<file path="config.mk">
export PLATFORM = sky130hd
export DESIGN_NAME = async_mem_seq
export DESIGN_NICKNAME = d
export VERILOG_FILES = /design/src/rtl/amseq_pkg.sv /design/src/rtl/amseq_sync.sv /design/src/rtl/amseq_fsm.sv /design/src/rtl/amseq_dpath.sv /design/src/rtl/async_mem_seq.sv
export SDC_FILE = /design/constraint.sdc
export NUM_CORES = 1
export LEC_CHECK = 0
export BUFFER_PORTS_ARGS = -buffer_cell sky130_fd_sc_hd__buf_2
export CAP_MARGIN = 15
export CELL_PAD_IN_SITES_DETAIL_PLACEMENT = 1
export CELL_PAD_IN_SITES_GLOBAL_PLACEMENT = 1
export CORE_UTILIZATION = 31
export DETAILED_ROUTE_END_ITERATION = 6
export GPL_TIMING_DRIVEN = 0
export PLACE_DENSITY_LB_ADDON = 0.1
export SYNTH_ARGS = -nofsm -noshare
export SYNTH_HDL_FRONTEND = slang
export SYNTH_SLANG_ARGS = --single-unit
export TNS_END_PERCENT = 1
</file>
<file path="constraint.sdc">
create_clock -name clk -period 2.58 [get_ports clk]
set_input_delay 0.129 -clock clk [delete_from_list [all_inputs] [get_ports clk]]
set_output_delay 0.129 -clock clk [all_outputs]
set_load 0.005 [all_outputs]
</file>
<file path="src/rtl/amseq_pkg.sv">
package amseq_pkg;
   typedef enum logic [1:0] {
      PH_IDLE   = 2'd0,
      PH_SETUP  = 2'd1,
      PH_STROBE = 2'd2,
      PH_HOLD   = 2'd3
   } phase_e;
endpackage

</file>
<file path="src/rtl/amseq_sync.sv">
module amseq_sync #(
   parameter int   STAGES  = 2,
   parameter logic RST_VAL = 1'b1
) (
   input  logic clk,
   input  logic rst_n,
   input  logic d_async,
   output logic q_sync
);
   if (STAGES < 2) begin : g_bad_stages
      $error("amseq_sync: STAGES must be at least 2");
   end

   logic [STAGES-1:0] chain;

   always_ff @(posedge clk or negedge rst_n) begin
      if (!rst_n) chain <= {STAGES{RST_VAL}};
      else        chain <= {chain[STAGES-2:0], d_async};
   end

   assign q_sync = chain[STAGES-1];
endmodule

</file>
<file path="src/rtl/amseq_fsm.sv">
module amseq_fsm
   import amseq_pkg::*;
#(
   parameter int CNT_W = 4
) (
   input  logic             clk,
   input  logic             rst_n,
   input  logic             start,
   input  logic [CNT_W-1:0] len_setup,
   input  logic [CNT_W-1:0] len_strobe,
   input  logic [CNT_W-1:0] len_hold,
   input  logic             rdy_s,
   output phase_e           phase,
   output logic             strobe_last,
   output logic             done
);
   localparam logic [CNT_W-1:0] ONE = CNT_W'(1);

   if (CNT_W < 2) begin : g_bad_cnt
      $error("amseq_fsm: CNT_W must be at least 2");
   end

   function automatic logic [CNT_W-1:0] eff(input logic [CNT_W-1:0] v);
      return (v == '0) ? ONE : v;
   endfunction

   logic [CNT_W-1:0] cnt;
   logic [CNT_W-1:0] strobe_q;
   logic [CNT_W-1:0] hold_q;
   logic             waiting;
   logic             released;
   logic             in_win;

   always_comb begin
      in_win      = (cnt <= ONE);
      strobe_last = (phase == PH_STROBE) && (cnt == '0) &&
                    (released || (!waiting && rdy_s));
   end

   always_ff @(posedge clk or negedge rst_n) begin
      if (!rst_n) begin
         phase    <= PH_IDLE;
         cnt      <= '0;
         strobe_q <= ONE;
         hold_q   <= ONE;
         waiting  <= 1'b0;
         released <= 1'b0;
         done     <= 1'b0;
      end else begin
         done <= 1'b0;
         case (phase)
            PH_IDLE: begin
               if (start) begin
                  phase    <= PH_SETUP;
                  cnt      <= eff(len_setup) - ONE;
                  strobe_q <= eff(len_strobe);
                  hold_q   <= eff(len_hold);
               end
            end
            PH_SETUP: begin
               if (cnt == '0) begin
                  phase    <= PH_STROBE;
                  cnt      <= strobe_q - ONE;
                  waiting  <= 1'b0;
                  released <= 1'b0;
               end else begin
                  cnt <= cnt - ONE;
               end
            end
            PH_STROBE: begin
               if (strobe_last) begin
                  phase    <= PH_HOLD;
                  cnt      <= hold_q - ONE;
                  waiting  <= 1'b0;
                  released <= 1'b0;
               end else if (waiting && !released) begin
                  if (rdy_s) begin
                     released <= 1'b1;
                     cnt      <= '0;
                  end
               end else if (in_win && !rdy_s) begin
                  waiting <= 1'b1;
               end else begin
                  cnt <= cnt - ONE;
               end
            end
            PH_HOLD: begin
               if (cnt == '0) begin
                  phase <= PH_IDLE;
                  done  <= 1'b1;
               end else begin
                  cnt <= cnt - ONE;
               end
            end
            default: phase <= PH_IDLE;
         endcase
      end
   end


   start_to_setup_chk: assert property (@(posedge clk) disable iff (!rst_n)
      start |=> (phase == PH_SETUP));


   wait_in_strobe_chk: assert property (@(posedge clk) disable iff (!rst_n)
      waiting |-> (phase == PH_STROBE));


   release_ends_chk: assert property (@(posedge clk) disable iff (!rst_n)
      (phase == PH_STROBE && released) |=> (phase == PH_HOLD));


   done_single_chk: assert property (@(posedge clk) disable iff (!rst_n)
      done |=> !done);


   done_after_hold_chk: assert property (@(posedge clk) disable iff (!rst_n)
      done |-> (phase == PH_IDLE));
endmodule

</file>
<file path="src/rtl/amseq_dpath.sv">
module amseq_dpath
   import amseq_pkg::*;
#(
   parameter int ADDR_W = 20,
   parameter int DATA_W = 16,
   parameter int BE_W   = DATA_W / 8
) (
   input  logic              clk,
   input  logic              rst_n,
   input  logic              capture,
   input  logic              req_write,
   input  logic [ADDR_W-1:0] req_addr,
   input  logic [BE_W-1:0]   req_be,
   input  logic [DATA_W-1:0] req_wdata,
   input  phase_e            phase,
   input  logic              strobe_last,
   input  logic [DATA_W-1:0] mem_dq_i,
   output logic              mem_cs_n,
   output logic [ADDR_W-1:0] mem_addr,
   output logic [BE_W-1:0]   mem_be_n,
   output logic              mem_oe_n,
   output logic              mem_re_n,
   output logic              mem_we_n,
   output logic [DATA_W-1:0] mem_dq_o,
   output logic              mem_dq_oe,
   output logic [DATA_W-1:0] rd_data
);
   logic              wr_q;
   logic [ADDR_W-1:0] addr_q;
   logic [BE_W-1:0]   be_q;
   logic [DATA_W-1:0] wdata_q;
   logic              sel;
   logic              strb;

   always_ff @(posedge clk or negedge rst_n) begin
      if (!rst_n) begin
         wr_q    <= 1'b0;
         addr_q  <= '0;
         be_q    <= '0;
         wdata_q <= '0;
      end else if (capture) begin
         wr_q    <= req_write;
         addr_q  <= req_addr;
         be_q    <= req_be;
         wdata_q <= req_wdata;
      end
   end

   always_ff @(posedge clk or negedge rst_n) begin
      if (!rst_n)                  rd_data <= '0;
      else if (strobe_last && !wr_q) rd_data <= mem_dq_i;
   end

   always_comb begin
      sel       = (phase != PH_IDLE);
      strb      = (phase == PH_STROBE);
      mem_cs_n  = !sel;
      mem_addr  = addr_q;
      mem_be_n  = sel ? ~be_q : '1;
      mem_oe_n  = !(strb && !wr_q);
      mem_re_n  = !(strb && !wr_q);
      mem_we_n  = !(strb && wr_q);
      mem_dq_o  = wdata_q;
      mem_dq_oe = sel && wr_q;
   end


   strobes_excl_chk: assert property (@(posedge clk) disable iff (!rst_n)
      !(!mem_we_n && !mem_re_n));


   we_drives_bus_chk: assert property (@(posedge clk) disable iff (!rst_n)
      !mem_we_n |-> (mem_dq_oe && !mem_cs_n));


   oe_no_drive_chk: assert property (@(posedge clk) disable iff (!rst_n)
      !mem_oe_n |-> !mem_dq_oe);


   sel_stable_chk: assert property (@(posedge clk) disable iff (!rst_n)
      (!mem_cs_n && $past(!mem_cs_n)) |-> ($stable(mem_addr) && $stable(mem_be_n)));
endmodule

</file>
<file path="src/rtl/async_mem_seq.sv">
module async_mem_seq
   import amseq_pkg::*;
#(
   parameter int ADDR_W      = 20,
   parameter int DATA_W      = 16,
   parameter int CNT_W       = 4,
   parameter int SYNC_STAGES = 2,
   localparam int BE_W       = DATA_W / 8
) (
   input  logic              clk,
   input  logic              rst_n,
   input  logic              req_valid,
   output logic              req_ready,
   input  logic              req_write,
   input  logic [ADDR_W-1:0] req_addr,
   input  logic [BE_W-1:0]   req_be,
   input  logic [DATA_W-1:0] req_wdata,
   output logic [DATA_W-1:0] rd_data,
   output logic              done,
   input  logic [CNT_W-1:0]  cfg_rd_setup,
   input  logic [CNT_W-1:0]  cfg_rd_strobe,
   input  logic [CNT_W-1:0]  cfg_rd_hold,
   input  logic [CNT_W-1:0]  cfg_wr_setup,
   input  logic [CNT_W-1:0]  cfg_wr_strobe,
   input  logic [CNT_W-1:0]  cfg_wr_hold,
   input  logic              mem_ready,
   output logic              mem_cs_n,
   output logic [ADDR_W-1:0] mem_addr,
   output logic [BE_W-1:0]   mem_be_n,
   output logic              mem_oe_n,
   output logic              mem_re_n,
   output logic              mem_we_n,
   output logic [DATA_W-1:0] mem_dq_o,
   output logic              mem_dq_oe,
   input  logic [DATA_W-1:0] mem_dq_i
);
   if ((DATA_W % 8) != 0 || DATA_W < 8) begin : g_bad_data
      $error("async_mem_seq: DATA_W must be a non-zero multiple of 8");
   end
   if (ADDR_W < 1) begin : g_bad_addr
      $error("async_mem_seq: ADDR_W must be at least 1");
   end

   phase_e           phase;
   logic             start;
   logic             rdy_s;
   logic             strobe_last;
   logic [CNT_W-1:0] sel_setup;
   logic [CNT_W-1:0] sel_strobe;
   logic [CNT_W-1:0] sel_hold;

   always_comb begin
      req_ready  = (phase == PH_IDLE);
      start      = req_valid && req_ready;
      sel_setup  = req_write ? cfg_wr_setup  : cfg_rd_setup;
      sel_strobe = req_write ? cfg_wr_strobe : cfg_rd_strobe;
      sel_hold   = req_write ? cfg_wr_hold   : cfg_rd_hold;
   end

   amseq_sync #(.STAGES(SYNC_STAGES), .RST_VAL(1'b1)) u_sync (
      .clk     (clk),
      .rst_n   (rst_n),
      .d_async (mem_ready),
      .q_sync  (rdy_s)
   );

   amseq_fsm #(.CNT_W(CNT_W)) u_fsm (
      .clk         (clk),
      .rst_n       (rst_n),
      .start       (start),
      .len_setup   (sel_setup),
      .len_strobe  (sel_strobe),
      .len_hold    (sel_hold),
      .rdy_s       (rdy_s),
      .phase       (phase),
      .strobe_last (strobe_last),
      .done        (done)
   );

   amseq_dpath #(.ADDR_W(ADDR_W), .DATA_W(DATA_W), .BE_W(BE_W)) u_dpath (
      .clk         (clk),
      .rst_n       (rst_n),
      .capture     (start),
      .req_write   (req_write),
      .req_addr    (req_addr),
      .req_be      (req_be),
      .req_wdata   (req_wdata),
      .phase       (phase),
      .strobe_last (strobe_last),
      .mem_dq_i    (mem_dq_i),
      .mem_cs_n    (mem_cs_n),
      .mem_addr    (mem_addr),
      .mem_be_n    (mem_be_n),
      .mem_oe_n    (mem_oe_n),
      .mem_re_n    (mem_re_n),
      .mem_we_n    (mem_we_n),
      .mem_dq_o    (mem_dq_o),
      .mem_dq_oe   (mem_dq_oe),
      .rd_data     (rd_data)
   );


   busy_no_ready_chk: assert property (@(posedge clk) disable iff (!rst_n)
      !mem_cs_n |-> !req_ready);


   done_idle_chk: assert property (@(posedge clk) disable iff (!rst_n)
      done |-> (mem_cs_n && req_ready));
endmodule

</file>
After elaboration in Yosys (flattened, before gate mapping). Index checks and enable logic that the tools add are counted.

Flip-flop bits (word level): 74. Input bits: 83. Logic and storage cells: 94.

Add/sub/neg operators: 4. Order comparisons: 1. Eq/ne operators: 14. Mux-type cells: 31. Bitwise logic cells: 1. Reductions and logical operators: 30.

Operators by type and width (number): 4-bit two-way mux (13); 4-bit logical NOT (4); 4-bit one-hot mux with 4 select lines (1); 4-bit AND reduction (4); 4-bit by 1-bit subtractor with 4-bit output, second input constant (4); 3-bit by 2-bit != test with 1-bit output, second input constant (4); 1-bit logical AND (10); 2-bit two-way mux (5); 1-bit two-way mux (9); 2-bit by 1-bit != test with 1-bit output, second input constant (4); 4-bit by 3-bit != test with 1-bit output, second input constant (2); 2-bit one-hot mux with 4 select lines (1); 1-bit logical NOT (7); 2-bit equality test, second input constant (2); 4-bit by 1-bit <= comparator with 1-bit output, second input constant (1); 1-bit one-hot mux with 2 select lines (2); 2-bit nonzero test (2); 2-bit by 1-bit equality test with 1-bit output, second input constant (1); 2-bit logical NOT (1); 2-bit != test, second input constant (1); 2-bit NOT (1); 2-bit AND reduction (1); 1-bit logical OR (1).

Longest topological paths before layout.
Word-level depth: 6. Gate-level depth with buffers: 9. Gate-level depth less buffers: 8.

By module. Synthesis repeated with hierarchy kept, for this count alone.

Cell total of the unflattened synthesis: 266. Area, all modules: 3557.2 um^2.

By module, submodules not included: amseq_dpath (instances 1, cells an instance 124, area each 2139.6 um^2, sequential area each 1376.3 um^2); amseq_fsm (instances 1, cells an instance 125, area each 1169.9 um^2, sequential area each 427.9 um^2); async_mem_seq (instances 1, cells an instance 15, area each 195.2 um^2, sequential area each 0.0 um^2); amseq_sync (instances 1, cells an instance 2, area each 52.6 um^2, sequential area each 52.6 um^2).

Worst setup path after synthesis. OpenSTA, ideal clock, no wires.

Kind: reg2reg. From: register u_fsm.cnt[0]. To: register u_dpath.rd_data[0]. Setup time: 125 ps. Arrival: 1950 ps. Required time: 2455 ps. Setup slack: 505 ps. Stages on the path, launching flop included: 8. Path buffers: 2. Clock period less this slack: 2075 ps. Cells stage by stage: dfrtp_1 > inv_1 > ha_1 > or3b_4 > or3_1 > buf_6 > buf_12 > mux2_4.

Word-level cells in the longest chain between the ends: 4.

RTL lines: start: declaration (RTL line amseq_fsm.sv:27) `logic [CNT_W-1:0] cnt;`; start signal: assignment (RTL line amseq_fsm.sv:55) `cnt <= eff(len_setup) - ONE;`; start signal: assignment (RTL line amseq_fsm.sv:63) `cnt <= strobe_q - ONE;`; start signal: assignment (RTL line amseq_fsm.sv:67) `cnt <= cnt - ONE;`; 4-bit logical NOT (RTL line amseq_fsm.sv:36) `strobe_last = (phase == PH_STROBE) && (cnt == '0) &&`; 1-bit logical AND (2 in a row) (RTL line amseq_fsm.sv:36); 1-bit logical AND (RTL line amseq_dpath.sv:51) `else if (strobe_last && !wr_q) rd_data <= mem_dq_i;`; end signal: assignment (RTL line amseq_dpath.sv:51); end: declaration (RTL line amseq_dpath.sv:26) `output logic [DATA_W-1:0] rd_data`.

Every way passes these cells. A chain may end at the register's enable or synchronous reset.

Worst setup path in the final report.
From: register u_fsm.cnt[0]. To: register u_dpath.rd_data[4].

The elaborated chain is that of the path after synthesis.

==> flow_metrics.tcl <==
set metrics [dict create \
    outcome "complete, no violations" \
    ys_warn_count 0 \
    grt_pass1_vias 2958 \
    avgViaCountPerCell 4.70 \
    worstPathRequired_ns 2.80 \
    first_pass_iters 4 \
    yosysSeqAreaShare_pct 52.5 \
    switching_share_pct 33.8 \
    max_clock_freq_mhz 449 \
    area_growth_pct 34.3 \
    fin_ws_ns 0.351 \
    clk_pin_slew_ns 0.06 \
    intPower_w 0.00376 \
    wirelength_um 8890 \
    grt.overflow.total 0 \
    wl_per_cell_um 15.1 \
    synth_edf_count 0 \
    skew_ns 0.00510 \
    synth-compound-area-share_pct 9.10 \
    cp.arrival_ns 2.45 \
    async_reset_ff_share_pct 100 \
    ys_seq_elements 74 \
    syn_area_sq_um 3530 \
    synthesis.nets 380 \
    fp.dieW_um 109 \
    critPathMaxStageDelay_ns 0.41 \
    critical-path-slowest-cell "dfrtp_1" \
    hold_viol_final 0 \
    nets 536 \
    dp_slack_ns 0.362 \
    clock_power_share_pct 20.5 \
    htree_levels 3 \
    crit_path_cell_trace "inv_1 > ha_1 > or3b_4 > or3_1 > buf_6 > buf_12 > mux2_4" \
    path_class "register to register" \
    synth_top_family_by_area "multiplexers" \
    drv_cap 0 \
    drc 0 \
    ys_types 44 \
    worst_slew_pin_slew_ns 0.725 \
    whs_ns 0.0213 \
    place_area_sq_um 4450 \
    post-cts-setup-buffers 0 \
    mostFrequentLayoutCells "buf_2, dfrtp_1, mux2_2" \
    muxShareOfSynthArea_pct 21.5 \
    route.vias.total 2764 \
    mostFrequentLayoutCell "buf_2" \
    period_needed_ns 2.23 \
    slew-limit-headroom_pct 51.6 \
    grt_max_degree 56 \
    antenna_found_initial 0 \
    combPwrFrac_pct 43.0 \
    clock_path_buffers 2 \
    p_leak_nw 2.31 \
    grt_pass1_wl_um 14600 \
    postRouteAntennaNets 0 \
    fp.dieH_um 109 \
    switching_power_w 0.00192 \
    synthAdderAreaFrac_pct 3.54 \
    die_area_sq_um 11800 \
    port-buffer-count 142 \
    fin_area_sq_um 4750 \
    grtUsageTotal_pct 16.4 \
    ir_worst_vdd_mv 0.551 \
    num_io_pins 144 \
    netlist_instances 287 \
    crit_path_start_kind "register" \
    cts_tree "done" \
    cp-end-kind "register" \
    synthFlopType "dfrtp_1" \
    num_rows 38 \
    total_power_w 0.00568 \
    cts_sinks 74 \
    drt_iter0_drc 77 \
    n_antenna_cell 0 \
    drive_gt1_share_pct 50.4 \
    power_frac_seq_pct 36.5 \
    critical_path.max_fanout 10 \
    setup_viol 0 \
    synth_xor_area_share_pct 1.73 \
    fin_crit_sh_pct 86.4 \
    clkLatencyLatePin_ns 0.34 \
    start_util_pct 32.2 \
    syn-mean-instance-area_sq_um 12.3 \
    yosys.area_share.simple_pct 7.54 \
    root_buffer "clkbuf_16" \
    slew_violations 0 \
    globalplace.congestion 0.773 \
    hold_path.class "primary input to register" \
    place_hpwl_um 6830 \
    core_area_sq_um 11000 \
    powerDensity_nw_per_um2 1200 \
    rsz0062_at_grt "no" \
    numCtsBuffers 9 \
    tns_ns 0 \
]
-- Yosys cell counts, drive strengths merged (5+ instances only) --
| master | number | area share (%) |
|---|---|---|
| mux2i | 8 | 2.3 |
| ha | 10 | 3.5 |
| o21ai | 17 | 2.4 |
| inv | 12 | 1.3 |
| mux2 | 57 | 19 |
| nor3 | 8 | 1.1 |
| nand2b | 5 | 0.88 |
| nand2 | 20 | 2.1 |
| a21oi | 7 | 0.99 |
| buf | 5 | 1.6 |
| nor2 | 11 | 1.2 |
| dfrtp | 70 | 50 |
| clkbuf | 11 | 1.2 |
-- through the flow --
step	util, %	instances
floorplan	-	287
global placement	40.2	569
detailed placement	40.5	570
CTS	43.2	588
global route	43.2	588
finish	43.2	588
-- power by group through the flow --
stage | registers, W | clock network (W) | logic [W]
3_3_place_gp | 0.00206 | 0 | 0.00244
4_1_cts | 0.00208 | 0.00121 | 0.00250
6_report | 0.00208 | 0.00117 | 0.00244
2_1_floorplan | 0.00209 | 0 | 0.00150
5_1_grt | 0.00217 | 0.00125 | 0.00275
3_5_place_dp | 0.00210 | 0 | 0.00249
-- state kept, by name (all words and copies together), names as in the netlist, 2 cells and up --
name / count
u_dpath.mem_addr: 20
u_dpath.mem_dq_o: 16
u_dpath.rd_data: 16
u_fsm.cnt: 4
u_fsm.hold_q: 4
u_fsm.strobe_q: 4
u_dpath.be_q: 2
u_fsm.phase: 2
u_sync.chain: 2
-- path summary, 6_finish.rpt --
kind                                 start                    to  slack, ns  cells after the start
max                           u_fsm.cnt[0]    u_dpath.rd_data[4]       0.35                      7
min                          req_wdata[14]  u_dpath.mem_dq_o[14]       0.02                      2
max reg2reg                   u_fsm.cnt[0]    u_dpath.rd_data[4]       0.35                      7
min reg2reg                u_sync.chain[0]       u_sync.chain[1]       0.36                      0
max in group asynchronous            rst_n       u_fsm.hold_q[0]       1.73                      3
min in group asynchronous            rst_n    u_dpath.rd_data[3]       0.23                      2
-- final cells by class --
class,count,area [sq um]
plain buffers,16,98.8
well taps,140,175
repair buffers,145,761
fillers,1239,6240
clock buffers,14,264
multi-input cells,185,1530
flip-flops and latches,74,1860
inverters,12,45.0
clock inverters,2,12.5
-- critical path: cells and delay by family (launching register included) --
| kind | cells | cell delay (ns) |
|---|---|---|
| adder cells (fa/ha/maj) | 1 | 0.19 |
| buffers and inverters | 3 | 0.44 |
| flip-flops | 1 | 0.41 |
| multiplexers | 1 | 0.29 |
| AND/OR/NAND/NOR | 2 | 0.78 |
-- metal layers --
metal	GRT usage, %	vias to the layer above	part of all wire, %
met4	5.21	0	1.3
met3	5.62	10	6.7
met2	27.7	82	49
met1	19.6	1349	43
li1	-	1323	-
met5	0	-	0
-- repair_timing --
action / 4_1_cts / 5_1_grt
hold buffers: 2 / 0
resized for setup: 0 / 0
hold endpoints to repair: 20 / 0
-- cell families (layout without fill, tap and decap cells) --
group / Yosys count / after routing
xor gates and xnor gates: 7 / 7
DFF: 74 / 74
buffers and inverters: 28 / 189
adders and majority gates: 10 / 10
AOI/OAI and AO/OA: 48 / 48
and+or+nand+nor: 55 / 55
muxes: 65 / 65
(Power assumes the default switching activity.)
